[src/rtl/mcg_pkg.sv]
package mcg_pkg;

    localparam int LEN_W = 4;

    typedef enum logic [1:0] {
        GATE_WAIT   = 2'd0,
        GATE_RETIRE = 2'd1,
        GATE_FLUSH  = 2'd2
    } gate_e;

    typedef struct packed {
        logic all_rdy;
        logic any_exc;
        logic any_br;
    } grp_sum_t;

    // A fault wins over readiness; an incomplete or unstarted group waits.
    function automatic gate_e decide(input logic head_ok, input grp_sum_t s);
        if (!head_ok)      return GATE_WAIT;
        else if (s.any_exc) return GATE_FLUSH;
        else if (s.all_rdy) return GATE_RETIRE;
        else               return GATE_WAIT;
    endfunction

endpackage

[src/rtl/mcg_end_scan.sv]
module mcg_end_scan #(
    parameter int WIN   = 8,
    parameter int IDX_W = $clog2(WIN)
) (
    input  logic [WIN-1:0]   valid,
    input  logic [WIN-1:0]   eom,
    output logic             found,
    output logic [IDX_W-1:0] last_idx,
    output logic [WIN-1:0]   mask
);

    always_comb begin
        logic stop;
        stop     = 1'b0;
        found    = 1'b0;
        last_idx = '0;
        mask     = '0;
        for (int i = 0; i < WIN; i++) begin
            if (!stop) begin
                if (!valid[i]) begin
                    stop = 1'b1;
                end else begin
                    mask[i] = 1'b1;
                    if (eom[i]) begin
                        found    = 1'b1;
                        last_idx = IDX_W'(i);
                        stop     = 1'b1;
                    end
                end
            end
        end
        if (!found) mask = '0;
    end

endmodule

[src/rtl/mcg_group_eval.sv]
module mcg_group_eval
    import mcg_pkg::*;
#(
    parameter int WIN = 8,
    parameter int IPW = 32
) (
    input  logic [WIN-1:0]     mask,
    input  logic [WIN-1:0]     rdy,
    input  logic [WIN-1:0]     exc,
    input  logic [WIN-1:0]     br,
    input  logic [WIN*IPW-1:0] tgt_flat,
    output grp_sum_t           sum,
    output logic [IPW-1:0]     br_tgt
);

    logic [IPW-1:0] tgt_arr [WIN];

    genvar g;
    generate
        for (g = 0; g < WIN; g++) begin : g_unpack
            assign tgt_arr[g] = tgt_flat[g*IPW +: IPW];
        end
    endgenerate

    always_comb begin
        sum.all_rdy = &(rdy | ~mask);
        sum.any_exc = |(exc & mask);
        sum.any_br  = |(br & mask);
    end

    // Youngest control transfer in the group decides the next pointer.
    always_comb begin
        br_tgt = '0;
        for (int i = 0; i < WIN; i++) begin
            if (mask[i] && br[i]) br_tgt = tgt_arr[i];
        end
    end

endmodule

[src/rtl/mcg_ip_track.sv]
module mcg_ip_track
    import mcg_pkg::*;
#(
    parameter int IPW = 32
) (
    input  logic             clk,
    input  logic             rst,
    input  logic [IPW-1:0]   reset_vector,
    input  logic             retire,
    input  logic             use_br,
    input  logic [IPW-1:0]   br_tgt,
    input  logic [LEN_W-1:0] head_len,
    input  logic             irq_req,
    output logic [IPW-1:0]   ip_o,
    output logic             irq_ack_o
);

    logic [IPW-1:0] ip_next;

    always_comb begin
        ip_next = ip_o;
        if (retire) begin
            if (use_br) ip_next = br_tgt;
            else        ip_next = ip_o + {{(IPW-LEN_W){1'b0}}, head_len};
        end
    end

    always_ff @(posedge clk) begin
        if (rst) begin
            ip_o      <= reset_vector;
            irq_ack_o <= 1'b0;
        end else begin
            ip_o      <= ip_next;
            irq_ack_o <= retire & irq_req;
        end
    end

endmodule

[src/rtl/mop_commit_gate.sv]
module mop_commit_gate
    import mcg_pkg::*;
#(
    parameter int WIN = 8,
    parameter int IPW = 32,
    localparam int IDX_W = $clog2(WIN),
    localparam int CNT_W = $clog2(WIN + 1)
) (
    input  logic                 clk,
    input  logic                 rst,
    input  logic [IPW-1:0]       reset_vector,
    input  logic [WIN-1:0]       win_valid,
    input  logic [WIN-1:0]       win_som,
    input  logic [WIN-1:0]       win_eom,
    input  logic [WIN-1:0]       win_rdy,
    input  logic [WIN-1:0]       win_exc,
    input  logic [WIN-1:0]       win_br,
    input  logic [WIN*LEN_W-1:0] win_len,
    input  logic [WIN*IPW-1:0]   win_tgt,
    input  logic                 irq_req,
    output logic [CNT_W-1:0]     commit_cnt,
    output logic                 flush_o,
    output logic                 exc_o,
    output logic                 irq_ack_o,
    output logic [IPW-1:0]       ip_o
);

    logic             found;
    logic [IDX_W-1:0] last_idx;
    logic [WIN-1:0]   grp_mask;
    grp_sum_t         sum;
    logic [IPW-1:0]   br_tgt;
    logic             head_ok;
    gate_e            verdict;
    logic             retire;

    mcg_end_scan #(.WIN(WIN), .IDX_W(IDX_W)) u_scan (
        .valid    (win_valid),
        .eom      (win_eom),
        .found    (found),
        .last_idx (last_idx),
        .mask     (grp_mask)
    );

    mcg_group_eval #(.WIN(WIN), .IPW(IPW)) u_eval (
        .mask     (grp_mask),
        .rdy      (win_rdy),
        .exc      (win_exc),
        .br       (win_br),
        .tgt_flat (win_tgt),
        .sum      (sum),
        .br_tgt   (br_tgt)
    );

    assign head_ok = found & win_valid[0] & win_som[0];
    assign verdict = rst ? GATE_WAIT : decide(head_ok, sum);
    assign retire  = (verdict == GATE_RETIRE);

    assign commit_cnt = retire ? (CNT_W'(last_idx) + CNT_W'(1)) : '0;
    assign flush_o    = (verdict == GATE_FLUSH);
    assign exc_o      = (verdict == GATE_FLUSH);

    mcg_ip_track #(.IPW(IPW)) u_ip (
        .clk          (clk),
        .rst          (rst),
        .reset_vector (reset_vector),
        .retire       (retire),
        .use_br       (sum.any_br),
        .br_tgt       (br_tgt),
        .head_len     (win_len[LEN_W-1:0]),
        .irq_req      (irq_req),
        .ip_o         (ip_o),
        .irq_ack_o    (irq_ack_o)
    );

endmodule

[config.mk]
export PLATFORM = sky130hd
export DESIGN_NAME = mop_commit_gate
export DESIGN_NICKNAME = d
export VERILOG_FILES = /design/src/rtl/mcg_pkg.sv /design/src/rtl/mcg_end_scan.sv /design/src/rtl/mcg_group_eval.sv /design/src/rtl/mcg_ip_track.sv /design/src/rtl/mop_commit_gate.sv
export SDC_FILE = /design/constraint.sdc
export NUM_CORES = 1
export LEC_CHECK = 0
export ABC_AREA = 1
export BUFFER_PORTS_ARGS = -buffer_cell sky130_fd_sc_hd__buf_2
export CORE_AREA = 2 2 160 162
export DETAILED_ROUTE_END_ITERATION = 10
export DIE_AREA = 0 0 162 164
export GPL_ROUTABILITY_DRIVEN = 0
export PLACE_DENSITY = 0.6
export SLEW_MARGIN = 10
export SYNTH_ARGS = -nofsm -noshare
export SYNTH_HDL_FRONTEND = slang
export SYNTH_SLANG_ARGS = --single-unit
[constraint.sdc]
create_clock -name clk -period 9.2 [get_ports clk]
set_clock_uncertainty 0.2 [all_clocks]
set_input_delay 1.84 -clock clk [delete_from_list [all_inputs] [get_ports clk]]
set_output_delay 1.84 -clock clk [all_outputs]
set_load 0.02 [all_outputs]
**Word level (Yosys, flattened, before mapping)**

Index checks and enable logic that the tools add are counted.

- Add/subtract/negate cells: 2
- Equal/unequal tests: 2
- Mux-type cells: 95
- Bitwise gates (word level): 7
- Reductions and logical operators: 12

Operators with widths:

| operator | number |
|---|---|
| 2-to-1 mux 32 bit | 11 |
| 2-to-1 mux 3 bit | 20 |
| 2-to-1 mux 1 bit | 59 |
| adder 32 x 4 -> 32 bit | 1 |
| AND 8 bit | 2 |
| OR reduction 8 bit | 2 |
| logical AND 1 bit | 8 |
| 2-to-1 mux 8 bit | 1 |
| NOT 8 bit | 1 |
| bitwise OR 8 bit | 1 |
| AND reduction 8 bit | 1 |
| 2-to-1 mux 2 bit | 3 |
| adder 3 x 1 -> 4 bit, second input constant | 1 |
| 2-to-1 mux 4 bit | 1 |
| AND 1 bit | 3 |
| equality test 2 x 1 -> 1 bit, second input constant | 1 |
| equality test 2 bit, second input constant | 1 |
| nonzero test 2 bit | 1 |

- Register bits: 33
- Input bits: 371
- Logic and storage cells: 120

**Depth between registers and ports, before layout**

Gate-level depths: netlist of run 1.

- Depth in word-level cells: 36
- Mapped depth: 20
- Depth with buffers taken out: 20

**By module**

A second synthesis of run 1 with hierarchy kept.

- Cells, all modules: 1281
- Area, all modules: 6481.2 µm²

Modules (own cells, without submodules):

| module | times used | cells each | area an instance (µm²) |
|---|---|---|---|
| mcg_group_eval | 1 | 767 | 3244.4 |
| mcg_ip_track | 1 | 438 | 2855.2 |
| mcg_end_scan | 1 | 59 | 269.0 |
| mop_commit_gate | 1 | 17 | 112.6 |

**Worst setup path before layout of run 1**

No wires, ideal clock.

- Path kind: input -> output
- Start point: input win_valid[4]
- End point: output commit_cnt[0]
- Data arrival time: 3.827 ns
- Path slack: 3.333 ns
- Cell stages on the path: 12
- Path buffers: 2
- Path through: inv_1 nor2_1 nand4_4 nor2_4 o2111ai_2 nand3_4 buf_6 buf_4 nand3_1 a2111oi_1 nand2_1 nor2_1

- Longest elaborated chain between the ends: 21
- Elaborated cells on any way between the ends: 46

Ends and longest elaborated chain:

| what | RTL line | text |
|---|---|---|
| start: declaration | mop_commit_gate.sv:12 | `input logic [WIN-1:0] win_valid,` |
| 2-to-1 mux 1 bit | mcg_end_scan.sv:20 | `if (!valid[i]) begin` |
| 2-to-1 mux 1 bit | mcg_end_scan.sv:19 | `if (!stop) begin` |
| 2-to-1 mux 1 bit | mcg_end_scan.sv:24 | `if (eom[i]) begin` |
| 2-to-1 mux 1 bit | mcg_end_scan.sv:20 |  |
| 2-to-1 mux 1 bit | mcg_end_scan.sv:19 |  |
| 2-to-1 mux 1 bit | mcg_end_scan.sv:24 |  |
| 2-to-1 mux 1 bit | mcg_end_scan.sv:20 |  |
| 2-to-1 mux 1 bit | mcg_end_scan.sv:19 |  |
| [... 5 more ...] | -- |  |
| bitwise OR 8 bit | mcg_group_eval.sv:26 | `sum.all_rdy = &(rdy \| ~mask);` |
| AND reduction 8 bit | mcg_group_eval.sv:26 |  |
| 2-to-1 mux 1 bit | mcg_pkg.sv:21 | `else if (s.all_rdy) return GATE_RETIRE;` |
| 2-to-1 mux 2 bit | mcg_pkg.sv:20 | `else if (s.any_exc) return GATE_FLUSH;` |
| 2-to-1 mux 2 bit | mcg_pkg.sv:19 | `if (!head_ok) return GATE_WAIT;` |
| 2-to-1 mux 2 bit | mop_commit_gate.sv:56 | `assign verdict = rst ? GATE_WAIT : decide(head_ok, sum);` |
| equality test 2 x 1 -> 1 bit | mop_commit_gate.sv:57 | `assign retire = (verdict == GATE_RETIRE);` |
| 2-to-1 mux 4 bit * | mop_commit_gate.sv:59 | `assign commit_cnt = retire ? (CNT_W'(last_idx) + CNT_W'(1)) : '0;` |
| end: declaration | mop_commit_gate.sv:21 | `output logic [CNT_W-1:0] commit_cnt,` |

Mark *: on every way between the ends. The rest lies on a longest branch, timed or not.

**Final worst setup path of run 1**

- Start point: input win_valid[0]
- End point: output commit_cnt[3]

- Longest elaborated chain between the ends: 32
- Elaborated cells on any way between the ends: 71

Ends and longest elaborated chain:

| what | RTL line |
|---|---|
| 2-to-1 mux 1 bit | mcg_end_scan.sv:20 |
| 2-to-1 mux 1 bit | mcg_end_scan.sv:24 |
| 2-to-1 mux 1 bit | mcg_end_scan.sv:20 |
| 2-to-1 mux 1 bit | mcg_end_scan.sv:19 |
| 2-to-1 mux 1 bit | mcg_end_scan.sv:24 |
| 2-to-1 mux 1 bit | mcg_end_scan.sv:20 |
| 2-to-1 mux 1 bit | mcg_end_scan.sv:19 |
| 2-to-1 mux 1 bit | mcg_end_scan.sv:24 |
| [... 16 more ...] | -- |
| bitwise OR 8 bit | mcg_group_eval.sv:26 |
| AND reduction 8 bit | mcg_group_eval.sv:26 |
| 2-to-1 mux 1 bit | mcg_pkg.sv:21 |
| 2-to-1 mux 2 bit | mcg_pkg.sv:20 |
| 2-to-1 mux 2 bit | mcg_pkg.sv:19 |
| 2-to-1 mux 2 bit | mop_commit_gate.sv:56 |
| equality test 2 x 1 -> 1 bit | mop_commit_gate.sv:57 |
| 2-to-1 mux 4 bit * | mop_commit_gate.sv:59 |

Marked as above.

==> impl_metrics.json, run 1 <==
{
  "min_from": "u_ip.ip_o[31]$_DFFE_PP_",
  "grt_first_pass_wirelength_mm": 44.25,
  "post_cts_buffers": 0,
  "cts.reportedPaths.clkPinSlew_ns": 0.06,
  "tightest_slew_ns": 1.049,
  "status": "complete, no violations",
  "crit_chain": "buf_2 > nand2_2 > nor2_8 > nand4_4 > nor2_4 > o2111ai_2 > nand3_4 > nand3_1 > a2111oi_1 > nand2_1 > nor2_1 > buf_2",
  "cp_common_cell": "buf_2",
  "grt_pass1_vias": 8416,
  "worstPathRequired_ns": 7.16,
  "rows": 58,
  "power.total_mw": 0.6276,
  "synth_top_area_cell": "nand2_1",
  "pwr-share-comb_pct": 40.8,
  "drv_cap": 0,
  "min_path_type": "reg2reg",
  "dr.pass1.iters": 5,
  "numCtsBuffers": 5,
  "post-route-drc-count": 0,
  "rsz0062_at_grt": "false",
  "viasPerCell": 4.756,
  "fin_setup_tns_ns": 0,
  "coreArea_sq_um": 24820,
  "drive_gt1_share_pct": 26.83,
  "synth.top_cell.area_share_pct": 23.20,
  "power_density_nw_per_um2": 72.35,
  "sw_frac_of_total_pct": 36.73,
  "arrival_ns": 4.98,
  "cts_buffer_depth": 2,
  "final_common_cell": "nand2_1",
  "netlist_top_cells_area": "nand2_1 (23%), edfxtp_1 (15%), inv_1 (13%)",
  "critPathLaunchType": "primary input",
  "numPortBuffers": 374,
  "switchingPower_mw": 0.2305,
  "cts_hold_buf": 0,
  "power.share.sequential_pct": 31.7,
  "ys_warn_count": 0,
  "clock_latency_ns": 0.28,
  "hold_violations": 0,
  "overflow": 0,
  "synthToLayoutAreaGrowth_pct": 33.71,
  "grt_max_degree": 81,
  "worstHoldEndpoint": "u_ip.ip_o[31]$_DFFE_PP_",
  "p_leak_nw": 5.090,
  "cts_tree": "done",
  "crit_buf_inv": 2,
  "wire_per_inst_um": 15.61,
  "cts-root-buf": "clkbuf_16",
  "path_class": "in2out",
  "antenna_left": 0,
  "nets": 1960,
  "internal-power_mw": 0.3971,
  "period_needed_ns": 7.020,
  "htree_levels": 2,
  "r2r_slack_ns": 5.77,
  "vdd_ir_drop_max_v": 0.00008735,
  "ys_seq_elements": 33,
  "initial_utilization_pct": 26.14,
  "reg2reg_depth": 16,
  "pwr-share-clk_pct": 27.5,
  "r2r-start": "u_ip.ip_o[2]$_DFFE_PP_",
  "cts_sinks": 33,
  "timing.final.crit_share_pct": 76.31,
  "drt_iter0_drc": 592,
  "synthCells": 1265,
  "antenna_found_initial": 3,
  "wl_mm": 29.92,
  "critPathCaptureType": "output port",
  "critPathMaxStageDelay_ns": 0.64,
  "cts_resized": 0,
  "timing.fmax_mhz": 142.4,
  "finalSetupViolations": 0,
  "dieArea_sq_um": 26570,
  "cp_max_fo": 80,
  "dpl.hpwl_mm": 23.55,
  "r2r-end": "u_ip.ip_o[31]$_DFFE_PP_",
  "syn-num-nets": 1642,
  "die_x_um": 162,
  "grtUsageTotal_pct": 21.46,
  "io_pins": 410,
  "cp_top_family": "simple AND/OR/NAND/NOR gates",
  "ys_seq_area_share_pct": 15.12,
  "crit_slowest_cell": "nand3_4",
  "syn_area_per_cell_sq_um": 5.128,
  "hold-path-cell-count": 5,
  "syn-cell-area_sq_um": 6487,
  "timing.slew.headroom_pct": 29.98,
  "synthDistinctLibCells": 45,
  "layout_common_cells": "nand2_1 (401), buf_2 (374), inv_1 (225)",
  "drv_slew": 0,
  "die_y_um": 164,
  "vias": 9117
}
## how the worst max path moves through the flow
stage,from,endpoint,slack [ns],cells after the start
6_report,win_valid[0],commit_cnt[3],2.18,12
5_1_grt,win_valid[0],commit_cnt[0],1.89,12
4_1_cts,win_valid[1],commit_cnt[3],2.21,12
3_5_place_dp,win_valid[1],commit_cnt[3],2.21,12
3_3_place_gp,win_valid[1],commit_cnt[3],2.27,12
2_1_floorplan,win_valid[4],commit_cnt[0],3.33,12
## sequential cells by signal (all words and copies together) (netlist names)
name / cells
u_ip.ip_o: 32
u_ip.irq_ack_o: 1
## synthesized netlist by cell type, drive strengths merged
library cell / n
a21boi: 1
xnor2: 10
o21ai: 89
xor2: 9
nand2: 405
clkbuf: 39
or2: 2
o21bai: 1
o2111ai: 1
edfxtp: 32
a2111oi: 1
buf: 33
a31oi: 1
dfxtp: 1
nand3: 155
o211ai: 1
nor4: 2
nand4: 42
nor2: 137
inv: 231
nor3: 18
o22ai: 1
o31ai: 2
fa: 1
ha: 5
or3: 1
a211oi: 1
a21oi: 41
a21o: 1
and3: 1
## power by group through the flow
stage / logic (mW) / registers (mW) / clock network (mW)
2_1_floorplan: 0.120 / 0.214 / 0
3_3_place_gp: 0.253 / 0.201 / 0
3_5_place_dp: 0.255 / 0.201 / 0
4_1_cts: 0.256 / 0.198 / 0.177
5_1_grt: 0.285 / 0.201 / 0.181
6_report: 0.256 / 0.199 / 0.172
## metrics by stage
stage	hold WS (ns)	cells	setup WS (ns)	utilization (%)	area (sq um)
after global routing	0.7002	1916	1.888	34.94	8672
after global placement	0.5758	1906	2.273	34.33	8521
after CTS	0.6045	1914	2.209	34.92	8667
final	0.5940	1917	2.180	34.95	8675
after detailed placement	0.5937	1906	2.211	34.33	8521
after floorplan	0.6914	1265	3.333	-	6487
## layout make-up
class	count	area, sq um
multi-input cells	929	4320
fillers	2929	16140
flip-flops and latches	33	980.9
clock buffers	8	146.4
inverters	231	867.1
diodes	3	7.507
well taps	330	412.9
repair buffers	383	1939
## worst min-delay path, cell delays in order, from the launching register on
cell      delay (ns)
edfxtp_1        0.36
nand2_1         0.06
nand3_1         0.07
nand2_1         0.05
inv_1           0.04
a21oi_1         0.05
## cell families after synthesis
group | after synthesis | synth area share (%)
flip-flops | 33 | 15.12
AND/OR/NAND/NOR | 763 | 51.15
buffers and inverters | 303 | 18.48
adder cells (fa/ha/maj) | 6 | 1.273
AO/OA/AOI/OAI | 141 | 11.42
XOR/XNOR | 19 | 2.565
## per-layer routing
metal	wire (um)	GRT usage (%)	share of wire [%]	up-vias
li1	-	-	-	4589
met1	12410	28.06	41	4052
met2	14320	36.98	48	427
met3	2418	2.525	8.1	47
met4	765	6.718	2.6	2
met5	13	0	0.043	-
No activity file was read; power rests on OpenSTA's default activity.
==> inputs of run 2 (changes only) <==
==> constraint.sdc (replaced) <==
create_clock -name clk -period 7.1 [get_ports clk]
set_clock_uncertainty 0.2 [all_clocks]
set_input_delay 1.42 -clock clk [delete_from_list [all_inputs] [get_ports clk]]
set_output_delay 1.42 -clock clk [all_outputs]
set_load 0.02 [all_outputs]
==> impl_metrics.json, run 2 (synthesis gave the netlist of run 1 again) <==
{
  "numCtsBuffers": 5,
  "path_class": "in2reg",
  "antenna_left": 0,
  "largest_reg_flops": 32,
  "critPathLaunchType": "primary input",
  "hold-path-cell-count": 5,
  "cts.reportedPaths.clkPinSlew_ns": 0.06,
  "coreArea_sq_um": 24820,
  "die_y_um": 164,
  "arrival_ns": 5.86,
  "nets": 1961,
  "drt_iter0_drc": 627,
  "r2r_slack_ns": 3.67,
  "top_regs": "u_ip.ip_o (32), u_ip.irq_ack_o (1)",
  "fin_setup_tns_ns": 0,
  "timing.final.crit_share_pct": 84.80,
  "dr.pass1.iters": 6,
  "htree_levels": 2,
  "drv_cap": 0,
  "drive_gt1_share_pct": 26.94,
  "finalSetupViolations": 0,
  "io_pins": 410,
  "r2r-end": "u_ip.ip_o[31]$_DFFE_PP_",
  "min_from": "u_ip.ip_o[31]$_DFFE_PP_",
  "grt_first_pass_wirelength_mm": 44.39,
  "grt_pass1_vias": 8400,
  "grt_max_degree": 66,
  "wire_per_inst_um": 15.47,
  "initial_utilization_pct": 26.14,
  "synthToLayoutAreaGrowth_pct": 33.71,
  "grtUsageTotal_pct": 21.37,
  "cts_sinks": 33,
  "p_leak_nw": 5.096,
  "timing.slew.headroom_pct": 33.47,
  "die_x_um": 162,
  "r2r-start": "u_ip.ip_o[2]$_DFFE_PP_",
  "post_cts_buffers": 0,
  "worstPathRequired_ns": 6.94,
  "cts_tree": "done",
  "tightest_slew_ns": 0.9965,
  "cp_max_fo": 49,
  "reg2reg_depth": 16,
  "layout_common_cells": "nand2_1 (401), buf_2 (374), inv_1 (225)",
  "top_register": "u_ip.ip_o",
  "numPortBuffers": 374,
  "wl_mm": 29.68,
  "worstHoldEndpoint": "u_ip.ip_o[31]$_DFFE_PP_",
  "dpl_cell_area_sq_um": 8528,
  "cts_buffer_depth": 2,
  "post-route-drc-count": 0,
  "vias": 9119,
  "cts-root-buf": "clkbuf_16",
  "setup_ws_ns": 1.079,
  "rows": 58,
  "post-place-ws_ns": 0.7727,
  "timing.fmax_mhz": 166.1,
  "vdd_ir_drop_max_v": 0.00007805,
  "cts_resized": 0,
  "dieArea_sq_um": 26570,
  "viasPerCell": 4.754,
  "rsz0062_at_grt": "false",
  "period_needed_ns": 6.021,
  "clock_latency_ns": 0.28,
  "critPathCaptureType": "flop",
  "drv_slew": 0,
  "min_path_type": "reg2reg",
  "antenna_found_initial": 4,
  "overflow": 0,
  "status": "complete, no violations",
  "power_density_nw_per_um2": 92.21,
  "final_cell_area_sq_um": 8675,
  "cp-startpoint": "win_valid[1]",
  "cts_hold_buf": 0,
  "hold_violations": 0,
  "dpl.hpwl_mm": 23.58,
  "final_common_cell": "nand2_1"
}
-- run 2: cell types whose count changed in the layout (fill, tap and decap cells not counted), sizes merged --
| cell | previous run | this run |
|---|---|---|
| clkinv | 0 | 2 |
| clkbuf | 8 | 6 |
| buf | 383 | 384 |
-- run 2: report_power, final --
group          total [mW]  switching (mW)  internal [mW]
clock               0.211          0.0827          0.129
sequential          0.257          0.0197          0.238
combinational       0.331           0.194          0.137
-- run 2: layout make-up --
| class | instances | area (sq um) |
|---|---|---|
| clock inverter | 2 | 10.01 |
| inverter | 231 | 867.1 |
| fill | 2911 | 16140 |
| tap | 330 | 412.9 |
| timing repair buffer | 384 | 1947 |
| antenna | 3 | 7.507 |
| multi-input combinational | 929 | 4320 |
| sequential | 33 | 980.9 |
| clock buffer | 6 | 128.9 |
-- run 2: worst max-delay path: stages --
cell	delay, ns
buf_2	0.09
nand2_2	0.08
nor2_8	0.43
nand4_4	0.22
nor2_4	0.16
o2111ai_2	0.23
nand3_4	0.37
nand3_2	0.69
inv_2	0.82
nor3_2	0.16
nand2_2	0.30
inv_2	0.45
nand2_1	0.18
nand2_1	0.06
a21oi_1	0.13
nor2_1	0.05
-- run 2: routing by layer --
layer,vias to the layer above,global-route usage (%),wire [um],share of wire [%]
met5,-,0,13,0.044
met4,2,6.516,601,2.0
met3,41,2.323,1964,6.6
met2,391,37.21,14350,48
met1,4089,27.79,12740,43
li1,4596,-,-,-
-- run 2: metrics by stage --
stage                     total power [mW]  cells  util (%)  hold slack (ns)
final                               0.7999   1918     34.95           0.6060
after global routing                0.8499   1918     34.95           0.6917
after CTS                           0.8041   1915     34.92           0.6089
after detailed placement            0.5907   1907     34.36           0.5967
after global placement              0.5883   1907     34.36           0.5752
after floorplan                     0.4327   1265         -           0.6914
-- run 2: worst max-delay path by stage --
stage / to
after floorplan: commit_cnt[0]
after global placement: u_ip.ip_o[30]$_DFFE_PP_
after detailed placement: u_ip.ip_o[30]$_DFFE_PP_
after CTS: u_ip.ip_o[30]$_DFFE_PP_
after global routing: u_ip.ip_o[16]$_DFFE_PP_
final: u_ip.ip_o[30]$_DFFE_PP_
